File: src/rtl/irq_pkg.sv
package irq_pkg;

  // Vector address of an arbitration slot.
  function automatic int slot_vector(int slot, int base, int step);
    return base + slot * step;
  endfunction

  // Slot that a direct source occupies, given where the group slot sits.
  function automatic int direct_to_slot(int dsrc, int mf_slot);
    return (dsrc < mf_slot) ? dsrc : dsrc + 1;
  endfunction

endpackage

File: src/rtl/irq_flag_bank.sv
module irq_flag_bank #(
  parameter int N = 4
) (
  input  logic         clk,
  input  logic         rst_n,
  input  logic [N-1:0] evt,
  input  logic [N-1:0] clr,
  output logic [N-1:0] flag,
  output logic [N-1:0] rise
);
  logic [N-1:0] flag_q;

  always_ff @(posedge clk or negedge rst_n) begin
    if (!rst_n) flag_q <= '0;
    else        flag_q <= (flag_q & ~clr) | evt;
  end

  // a flag about to go 0 -> 1
  assign rise = evt & ~flag_q;
  assign flag = flag_q;

  for (genvar i = 0; i < N; i++) begin : g_chk

    evt_sets_flag_chk: assert property (@(posedge clk) disable iff (!rst_n)
      evt[i] |=> flag_q[i]);

    clr_empties_flag_chk: assert property (@(posedge clk) disable iff (!rst_n)
      (clr[i] && !evt[i]) |=> !flag_q[i]);
  end
endmodule

File: src/rtl/irq_mf_group.sv
module irq_mf_group (
  input  logic       clk,
  input  logic       rst_n,
  input  logic       ee_evt,
  input  logic       lvd_evt,
  input  logic       we,
  input  logic [7:0] wdata,
  output logic [7:0] rdata,
  output logic       req,
  output logic       rise
);
  // index 1 = EEPROM done, index 0 = low voltage
  logic [1:0] flg_q, ena_q, flg_nx, evt2;
  logic       unused_wbits;

  assign evt2   = {ee_evt, lvd_evt};
  assign flg_nx = (we ? wdata[5:4] : flg_q) | evt2;
  assign unused_wbits = ^{wdata[7:6], wdata[3:2]};

  always_ff @(posedge clk or negedge rst_n) begin
    if (!rst_n) begin
      flg_q <= '0;
      ena_q <= '0;
    end else begin
      flg_q <= flg_nx;
      if (we) ena_q <= wdata[1:0];
    end
  end

  assign rdata = {2'b00, flg_q, 2'b00, ena_q};
  assign req   = |(flg_q & ena_q);
  assign rise  = |(flg_nx & ~flg_q);


  grp_evt_sets_chk: assert property (@(posedge clk) disable iff (!rst_n)
    (ee_evt || lvd_evt) |=> (flg_q & $past(evt2)) == $past(evt2));
endmodule

File: src/rtl/irq_prio_arb.sv
module irq_prio_arb #(
  parameter int N = 5
) (
  input  logic         clk,
  input  logic         rst_n,
  input  logic [N-1:0] req,
  output logic [N-1:0] grant,
  output logic         any
);
  always_comb begin
    grant = '0;
    for (int s = N - 1; s >= 0; s--) begin
      if (req[s]) grant = N'(1) << s;
    end
  end
  assign any = |req;


  grant_onehot_chk: assert property (@(posedge clk) disable iff (!rst_n)
    $onehot0(grant) && (any == (grant != '0)));
endmodule

File: src/rtl/irq_vec_ctrl.sv
module irq_vec_ctrl #(
  parameter int N_DIRECT = 4,
  parameter int MF_SLOT  = 2,
  parameter int PC_W     = 12,
  parameter int VEC_BASE = 4,
  parameter int VEC_STEP = 4
) (
  input  logic                clk,
  input  logic                rst_n,
  input  logic [N_DIRECT-1:0] evt_dir,
  input  logic                ee_done_evt,
  input  logic                lvd_evt,
  input  logic                en_we,
  input  logic [N_DIRECT-1:0] en_wdata,
  input  logic                mf_we,
  input  logic [7:0]          mf_wdata,
  input  logic                gie_set,
  input  logic                gie_clr,
  input  logic                reti,
  input  logic                stack_full,
  input  logic                sleep_mode,
  output logic                take,
  output logic [PC_W-1:0]     vector,
  output logic                gie,
  output logic [N_DIRECT-1:0] flag_dir,
  output logic [7:0]          mf_rdata,
  output logic                wake
);
  localparam int N_SLOT = N_DIRECT + 1;

  logic [N_DIRECT-1:0] en_q, pend_dir, clr_dir, dir_rise;
  logic [N_SLOT-1:0]   slot_req, grant;
  logic                mf_req, mf_rise, any_req, accept;
  logic                gie_q, take_q, wake_q;
  logic [PC_W-1:0]     vec_q, sel_vec;

  irq_flag_bank #(.N(N_DIRECT)) u_flags (
    .clk(clk), .rst_n(rst_n), .evt(evt_dir), .clr(clr_dir),
    .flag(flag_dir), .rise(dir_rise)
  );

  irq_mf_group u_group (
    .clk(clk), .rst_n(rst_n), .ee_evt(ee_done_evt), .lvd_evt(lvd_evt),
    .we(mf_we), .wdata(mf_wdata), .rdata(mf_rdata),
    .req(mf_req), .rise(mf_rise)
  );

  assign pend_dir = flag_dir & en_q;

  // slot mapping: group at MF_SLOT, direct sources fill the rest in order
  for (genvar s = 0; s < N_SLOT; s++) begin : g_slot
    if (s == MF_SLOT) begin : g_mf
      assign slot_req[s] = mf_req;
    end else if (s < MF_SLOT) begin : g_lo
      assign slot_req[s] = pend_dir[s];
    end else begin : g_hi
      assign slot_req[s] = pend_dir[s-1];
    end
  end

  irq_prio_arb #(.N(N_SLOT)) u_arb (
    .clk(clk), .rst_n(rst_n), .req(slot_req), .grant(grant), .any(any_req)
  );

  assign accept = gie_q & any_req & ~stack_full;

  for (genvar d = 0; d < N_DIRECT; d++) begin : g_clr
    assign clr_dir[d] = accept & grant[irq_pkg::direct_to_slot(d, MF_SLOT)];
  end

  always_comb begin
    sel_vec = '0;
    for (int s = 0; s < N_SLOT; s++) begin
      if (grant[s]) sel_vec = PC_W'(irq_pkg::slot_vector(s, VEC_BASE, VEC_STEP));
    end
  end

  always_ff @(posedge clk or negedge rst_n) begin
    if (!rst_n) begin
      en_q   <= '0;
      gie_q  <= 1'b0;
      take_q <= 1'b0;
      vec_q  <= '0;
      wake_q <= 1'b0;
    end else begin
      if (en_we) en_q <= en_wdata;
      if (accept)              gie_q <= 1'b0;
      else if (gie_clr)        gie_q <= 1'b0;
      else if (gie_set | reti) gie_q <= 1'b1;
      take_q <= accept;
      if (accept) vec_q <= sel_vec;
      wake_q <= sleep_mode & ((|dir_rise) | mf_rise);
    end
  end

  assign take   = take_q;
  assign vector = vec_q;
  assign gie    = gie_q;
  assign wake   = wake_q;


  no_take_gie_off_chk: assert property (@(posedge clk) disable iff (!rst_n)
    !gie_q |=> !take_q);

  full_blocks_take_chk: assert property (@(posedge clk) disable iff (!rst_n)
    stack_full |=> !take_q);

  take_single_pulse_chk: assert property (@(posedge clk) disable iff (!rst_n)
    take_q |=> !take_q);

  gie_drop_on_take_chk: assert property (@(posedge clk) disable iff (!rst_n)
    take_q |-> !gie_q);

  wake_only_sleep_chk: assert property (@(posedge clk) disable iff (!rst_n)
    wake_q |-> $past(sleep_mode));
endmodule

File: config.mk
export PLATFORM = sky130hd
export DESIGN_NAME = irq_vec_ctrl
export DESIGN_NICKNAME = d
export VERILOG_FILES = /design/src/rtl/irq_pkg.sv /design/src/rtl/irq_flag_bank.sv /design/src/rtl/irq_mf_group.sv /design/src/rtl/irq_prio_arb.sv /design/src/rtl/irq_vec_ctrl.sv
export SDC_FILE = /design/constraint.sdc
export NUM_CORES = 1
export LEC_CHECK = 0
export ABC_AREA = 1
export ABC_CLOCK_PERIOD_IN_PS = 2200
export BUFFER_PORTS_ARGS = -buffer_cell sky130_fd_sc_hd__buf_2
export CORE_MARGIN = 4
export CORE_UTILIZATION = 47
export DETAILED_ROUTE_END_ITERATION = 10
export HOLD_SLACK_MARGIN = 0.1
export PLACE_DENSITY = 0.84
export SETUP_SLACK_MARGIN = 0.2
export SLEW_MARGIN = 5
export SYNTH_ARGS = -nofsm -noshare
export SYNTH_HDL_FRONTEND = slang
export SYNTH_SLANG_ARGS = --single-unit
File: constraint.sdc
create_clock -name clk -period 2.2 [get_ports clk]
set_clock_uncertainty 0.2 [all_clocks]
set_input_delay 0.44 -clock clk [delete_from_list [all_inputs] [get_ports clk]]
set_output_delay 0.44 -clock clk [all_outputs]
set_load 0.005 [all_outputs]
==> results.json, run 1 <==
{
  "cts_setup_buffers": 0,
  "ys.flop_type": "dfrtp_1",
  "crit_type": "flip-flop to primary output",
  "design.core.area_um2": 1982,
  "grt-ovfl-total": 0,
  "diodes": 0,
  "yosysTopAreaCellShare": 0.4540,
  "yosysTopAreaCell": "dfrtp_1",
  "hold-worst-slack_ps": 139.9,
  "avgSynthCellArea_um2": 8.939,
  "grt_pass1_vias": 820,
  "dieArea_um2": 2910,
  "maxCapViolCount": 0,
  "max_stage_delay_ps": 430,
  "grt_pass1_wl_um": 3160,
  "worstPathMaxFanout": 4,
  "critical-path-slowest-cell": "dfrtp_1",
  "multi_input_area_um2": 434.2,
  "setup_violations": 0,
  "dieWidth_um": 53.95,
  "syn_to_final_growth_pct": 20.93,
  "yosysUniqueCellTypes": 24,
  "wl_per_cell_um": 10.79,
  "start_util": 0.5006,
  "die_height_um": 53.95,
  "cp_cell_sequence": "buf_2",
  "cts-root-buf": "clkbuf_4",
  "pre_cts_ws_ps": 768.0,
  "io-pin-count": 54,
  "arrival_ps": 860,
  "clk_latency_ps": 290,
  "synthTopCellsByArea": "dfrtp_1 (45%), buf_4 (9.8%), nand2_1 (9.1%), nand2_2 (6.9%), inv_1 (4.5%)",
  "regArea_um2": 450.4,
  "first_pass_iters": 9,
  "grtUsageTotal": 0.1474,
  "rsz0062_at_grt": "false",
  "finalWirelength_um": 1920,
  "yosysWarnings": 0,
  "power.leakage_nw": 0.6716,
  "fin_crit_sh": 0.6822,
  "place_congestion": 0.7145,
  "clockBufferDepth": 2,
  "grt_start_max_net_pins": 19,
  "reg2reg_slack_ps": 860,
  "power.total_w": 0.0007444,
  "cp-end-kind": "primary output",
  "failed_checks": "design-rule violations",
  "required_ps": 1560,
  "ys_ff_latch": 18,
  "min_path_type": "primary input to flip-flop",
  "htreeDepth": 1,
  "clk_pin_slew_ps": 100,
  "slew_violations": 0,
  "antenna_found_initial": 0,
  "fmax_mhz": 666.3,
  "min_period_ps": 1501,
  "run_status": "finished, violations left",
  "avgViaCountPerCell": 4.506,
  "powerDensity_nw_per_um2": 620.4,
  "fillerInstances": 193,
  "ant_nets": 0,
  "nets": 179,
  "yosysSeqAreaShare": 0.4540,
  "synth_area_um2": 992.2,
  "cts.sinks": 18,
  "drc": 1,
  "portBuffers": 36,
  "rows": 16,
  "synthTopCellsByCount": "nand2_1 (24), dfrtp_1 (18), buf_4 (13), inv_1 (12), nand2_2 (11)",
  "async_flop_share": 1.000,
  "synth_most_common_cell": "nand2_1",
  "dp_hpwl_um": 1642,
  "start_kind": "flip-flop",
  "fin_ws_ps": 699.1,
  "synth_edf_count": 0,
  "path_delay_family": "flip-flops",
  "cts_resized": 0,
  "cts-buffers-inserted": 3,
  "cts_tree": "yes",
  "path_buf_inv": 1,
  "drive_gt1_frac": 0.3841,
  "setup_tns_ps": 0,
  "vias": 802,
  "peakVddDrop_uv": 331.8,
  "hold_viol_final": 0,
  "syn_inst": 111,
  "drt_iter0_drc": 7
}
worst paths after layout:
kind,startpoint,endpoint,depth (start not counted)
setup / recovery,u_flags.flag[1],flag_dir[1],1
hold / removal,evt_dir[3],u_flags.flag[3],3
setup reg to reg,u_group.flg_q[0],u_flags.flag[2],8
hold reg to reg,vector[3],vector[3],2
max in group asynchronous,rst_n,u_flags.flag[0],2
min in group asynchronous,rst_n,wake,2
stage by stage:
step                      cells  instance area, um^2  utilization
after floorplan             123                 1037            -
after global placement      173                 1154       0.5821
after detailed placement    173                 1154       0.5821
after CTS                   178                 1200       0.6054
after global routing        178                 1200       0.6054
final                       178                 1200       0.6054
flip-flops by register name, indices dropped and copies added (netlist names):
| register | flops |
|---|---|
| vector | 3 |
| u_group.ena_q | 2 |
| u_flags.flag | 4 |
| take | 1 |
| u_group.flg_q | 2 |
| wake | 1 |
| gie | 1 |
| en_q | 4 |
what timing repair did:
item / 4_1_cts / 5_1_grt
hold buffers: 1 / 0
hold endpoints to repair: 18 / 0
endpoints found under the setup margin: 0 / 0
cell usage in the layout (no fill, tap or decap):
cell type / instances
buf_2: 36
nand2_1: 24
dfrtp_1: 18
conb_1: 13
inv_1: 12
nand2_2: 11
nor2_1: 5
mux2_1: 4
o21ai_1: 3
o21bai_1: 3
clkbuf_4: 3
a21o_1: 2
or2_1: 2
nand3b_1: 2
nor2_4: 1
inv_4: 1
inv_2: 1
nor2_8: 1
a21oi_4: 1
nor2_2: 1
o21ai_0: 1
nand3_1: 1
nor3_1: 1
or2_2: 1
a21boi_0: 1
clkbuf_8: 1
dlygate4sd3_1: 1
logic make-up after synthesis:
kind of cell | after synthesis | share of synthesized area
buffers and inverters | 27 | 0.1538
AND/OR/NAND/NOR | 50 | 0.2610
multiplexers | 4 | 0.04539
flip-flops | 18 | 0.4540
AO/OA/AOI/OAI | 11 | 0.08196
other | 1 | 0.003779
cell type report:
cell class	instances	area share
Multi-Input combinational cell	78	0.3618
Sequential cell	18	0.3754
Clock buffer	4	0.03024
Timing Repair Buffer	37	0.1585
Tap cell	27	0.02815
Inverter	14	0.04588
power breakdown:
| part | leakage [nW] | switching, W | total (W) | internal (W) |
|---|---|---|---|---|
| Clock | 0.0210 | 0.000102 | 0.000203 | 0.000101 |
| Sequential | 0.204 | 0.0000197 | 0.000382 | 0.000363 |
| Combinational | 0.446 | 0.0000900 | 0.000159 | 0.0000695 |
| Total | 0.672 | 0.000211 | 0.000744 | 0.000533 |
per-layer routing:
metal  wire length, um  global-route usage  up-vias
met3               138             0.02493        6
met1               698              0.1508      370
met2              1056              0.2923       29
met5                 0                   0        -
met4                27             0.05106        0
li1                  -                   -      397
Power figures use the tool's default switching activity.
==> run 2: changes to the inputs <==
--- a/config.mk
+++ b/config.mk
@@ -6,13 +6,13 @@
 export NUM_CORES = 1
 export LEC_CHECK = 0
 export ABC_AREA = 1
-export ABC_CLOCK_PERIOD_IN_PS = 2200
+export ABC_CLOCK_PERIOD_IN_PS = 1300
 export BUFFER_PORTS_ARGS = -buffer_cell sky130_fd_sc_hd__buf_2
 export CORE_MARGIN = 4
-export CORE_UTILIZATION = 47
+export CORE_UTILIZATION = 39
 export DETAILED_ROUTE_END_ITERATION = 10
 export HOLD_SLACK_MARGIN = 0.1
-export PLACE_DENSITY = 0.84
+export PLACE_DENSITY = 0.74
 export SETUP_SLACK_MARGIN = 0.2
 export SLEW_MARGIN = 5
 export SYNTH_ARGS = -nofsm -noshare
==> constraint.sdc (replaced) <==
create_clock -name clk -period 1.3 [get_ports clk]
set_clock_uncertainty 0.2 [all_clocks]
set_input_delay 0.26 -clock clk [delete_from_list [all_inputs] [get_ports clk]]
set_output_delay 0.26 -clock clk [all_outputs]
set_load 0.005 [all_outputs]
==> run 2 against run 1 <==
  * The run ends with negative hold slack, negative setup slack left
  * Global-route usage is 2.3 points lower
  * Via count is 7.2% higher
  * Clock power is 69% higher
  * Routed wire length is 4.5% higher
  * Register-to-register slack worse by 830 ps
  * Die area is 17% higher
  * Critical endpoint is now mf_rdata[4]
==> results.json, run 2 (synthesis results as in run 1) <==
{
  "place_congestion": 0.8197,
  "ant_nets": 0,
  "wl_met2_um": 1019,
  "drive_gt1_frac": 0.4286,
  "failed_checks": "negative hold slack, negative setup slack",
  "worstPathMaxFanout": 2,
  "setup_tns_ps": -164.1,
  "dieWidth_um": 58.44,
  "grtUsageTotal": 0.1239,
  "nets": 196,
  "clockBufferDepth": 2,
  "grt_start_max_net_pins": 19,
  "antenna_found_initial": 0,
  "cts.sinks": 18,
  "grt_pass1_vias": 844,
  "dr_wl_met3_um": 167,
  "run_status": "finished, violations left",
  "io-pin-count": 54,
  "power.total_w": 0.001365,
  "dpl_cell_area_um2": 1172,
  "htreeDepth": 1,
  "pre_cts_ws_ps": 18.02,
  "syn_to_final_growth_pct": 40.73,
  "design.core.area_um2": 2455,
  "rows": 18,
  "vias": 860,
  "wl_per_cell_um": 10.14,
  "maxCapViolCount": 0,
  "avgViaCountPerCell": 4.343,
  "layout_commonest_cell": "buf_2",
  "r2r-end": "u_flags.flag[2]",
  "clk_pin_slew_ps": 100,
  "required_ps": 840,
  "reg2reg_from": "u_flags.flag[1]",
  "die_height_um": 58.44,
  "cts-root-buf": "clkbuf_4",
  "fin_crit_sh": 1.059,
  "start_kind": "flip-flop",
  "diodes": 0,
  "first_pass_iters": 4,
  "cts-buffers-inserted": 3,
  "dieArea_um2": 3415,
  "worstRegToRegCells": 7,
  "min_path_type": "primary input to flip-flop",
  "mostFrequentLayoutCells": "buf_2 (35), nand2_1 (24), dfrtp_1 (18), conb_1 (13), inv_1 (11)",
  "slew_violations": 0,
  "hold-worst-slack_ps": -23.44,
  "fmax_mhz": 726.3,
  "fin_ws_ps": -76.77,
  "power.leakage_nw": 0.7696,
  "drt-met1-wl_um": 793,
  "cp-end-kind": "primary output",
  "peakVddDrop_uv": 577.8,
  "clk_latency_ps": 290,
  "setup_violations": 5,
  "stdcell_area_um2": 1396,
  "rsz0062_at_grt": "true",
  "drc": 0,
  "dp_hpwl_um": 1518,
  "hold_buffers": 8,
  "grt_pass1_wl_um": 3394,
  "portBuffers": 36,
  "hold_depth": 2,
  "start_util": 0.4042,
  "min_period_ps": 1377,
  "hold_viol_final": 5,
  "crit_type": "flip-flop to primary output",
  "drt_iter0_drc": 7,
  "whs_endpoint": "u_group.ena_q[1]",
  "maxUsedRoutingLayer": "met4",
  "cts_tree": "yes",
  "grt-ovfl-total": 0,
  "reg2reg_slack_ps": 30,
  "finalWirelength_um": 2007,
  "arrival_ps": 920,
  "powerDensity_nw_per_um2": 977.6,
  "hold_start": "mf_wdata[1]"
}
run 2: cell types whose count changed in the layout (fill, tap and decap cells not counted), sizes merged:
cell	delta
buf	+10
dlygate4sd3	+7
run 2: critical path, stage by stage, from the launching register on:
cell and delay [ps]:
dfrtp_1 400, buf_6 120, buf_6 100
run 2: worst max path at each step:
stage | from | endpoint | slack [ps] | cells past startpoint
floorplan | u_group.flg_q[0] | u_flags.flag[2] | 80 | 8
global placement | u_group.flg_q[1] | u_flags.flag[2] | 60 | 8
detailed placement | u_group.flg_q[1] | u_flags.flag[2] | 20 | 8
CTS | u_group.flg_q[0] | mf_rdata[4] | -90 | 2
global route | u_group.flg_q[0] | mf_rdata[4] | -120 | 2
finish | u_group.flg_q[0] | mf_rdata[4] | -80 | 2
run 2: through the flow:
step	cells	util	hold WS [ps]
floorplan	123	-	-235.6
detailed placement	178	0.4776	14.03
global placement	178	0.4776	0.1682
CTS	194	0.5515	-28.68
global route	198	0.5688	-22.00
finish	198	0.5688	-23.44
run 2: layer usage:
metal,GRT usage,vias up
met4,0.02980,0
met1,0.1604,399
li1,-,426
met5,0,-
met2,0.2137,31
met3,0.02193,4
run 2: what timing repair did:
| item | CTS | global route |
|---|---|---|
| cloned | 0 | 0 |
| pin swaps | 11 | 6 |
| setup buffers | 4 | 4 |
| endpoints found under the hold margin | 33 | 9 |
| resized for setup | 9 | 5 |
| setup endpoints to repair | 24 | 24 |
run 2: power by group:
group          switching (W)  internal (W)  total, W
Sequential         0.0000327      0.000614  0.000646
Clock               0.000173      0.000170  0.000344
Combinational       0.000178      0.000197  0.000375
run 2: area by class of cell:
class / count / area, um^2
fill: 229 / 1059
sequential: 18 / 450.4
tap: 30 / 37.54
inverter: 14 / 57.56
clock buffer: 4 / 36.28
multi-input combinational: 78 / 457.9
timing repair buffer: 54 / 356.6
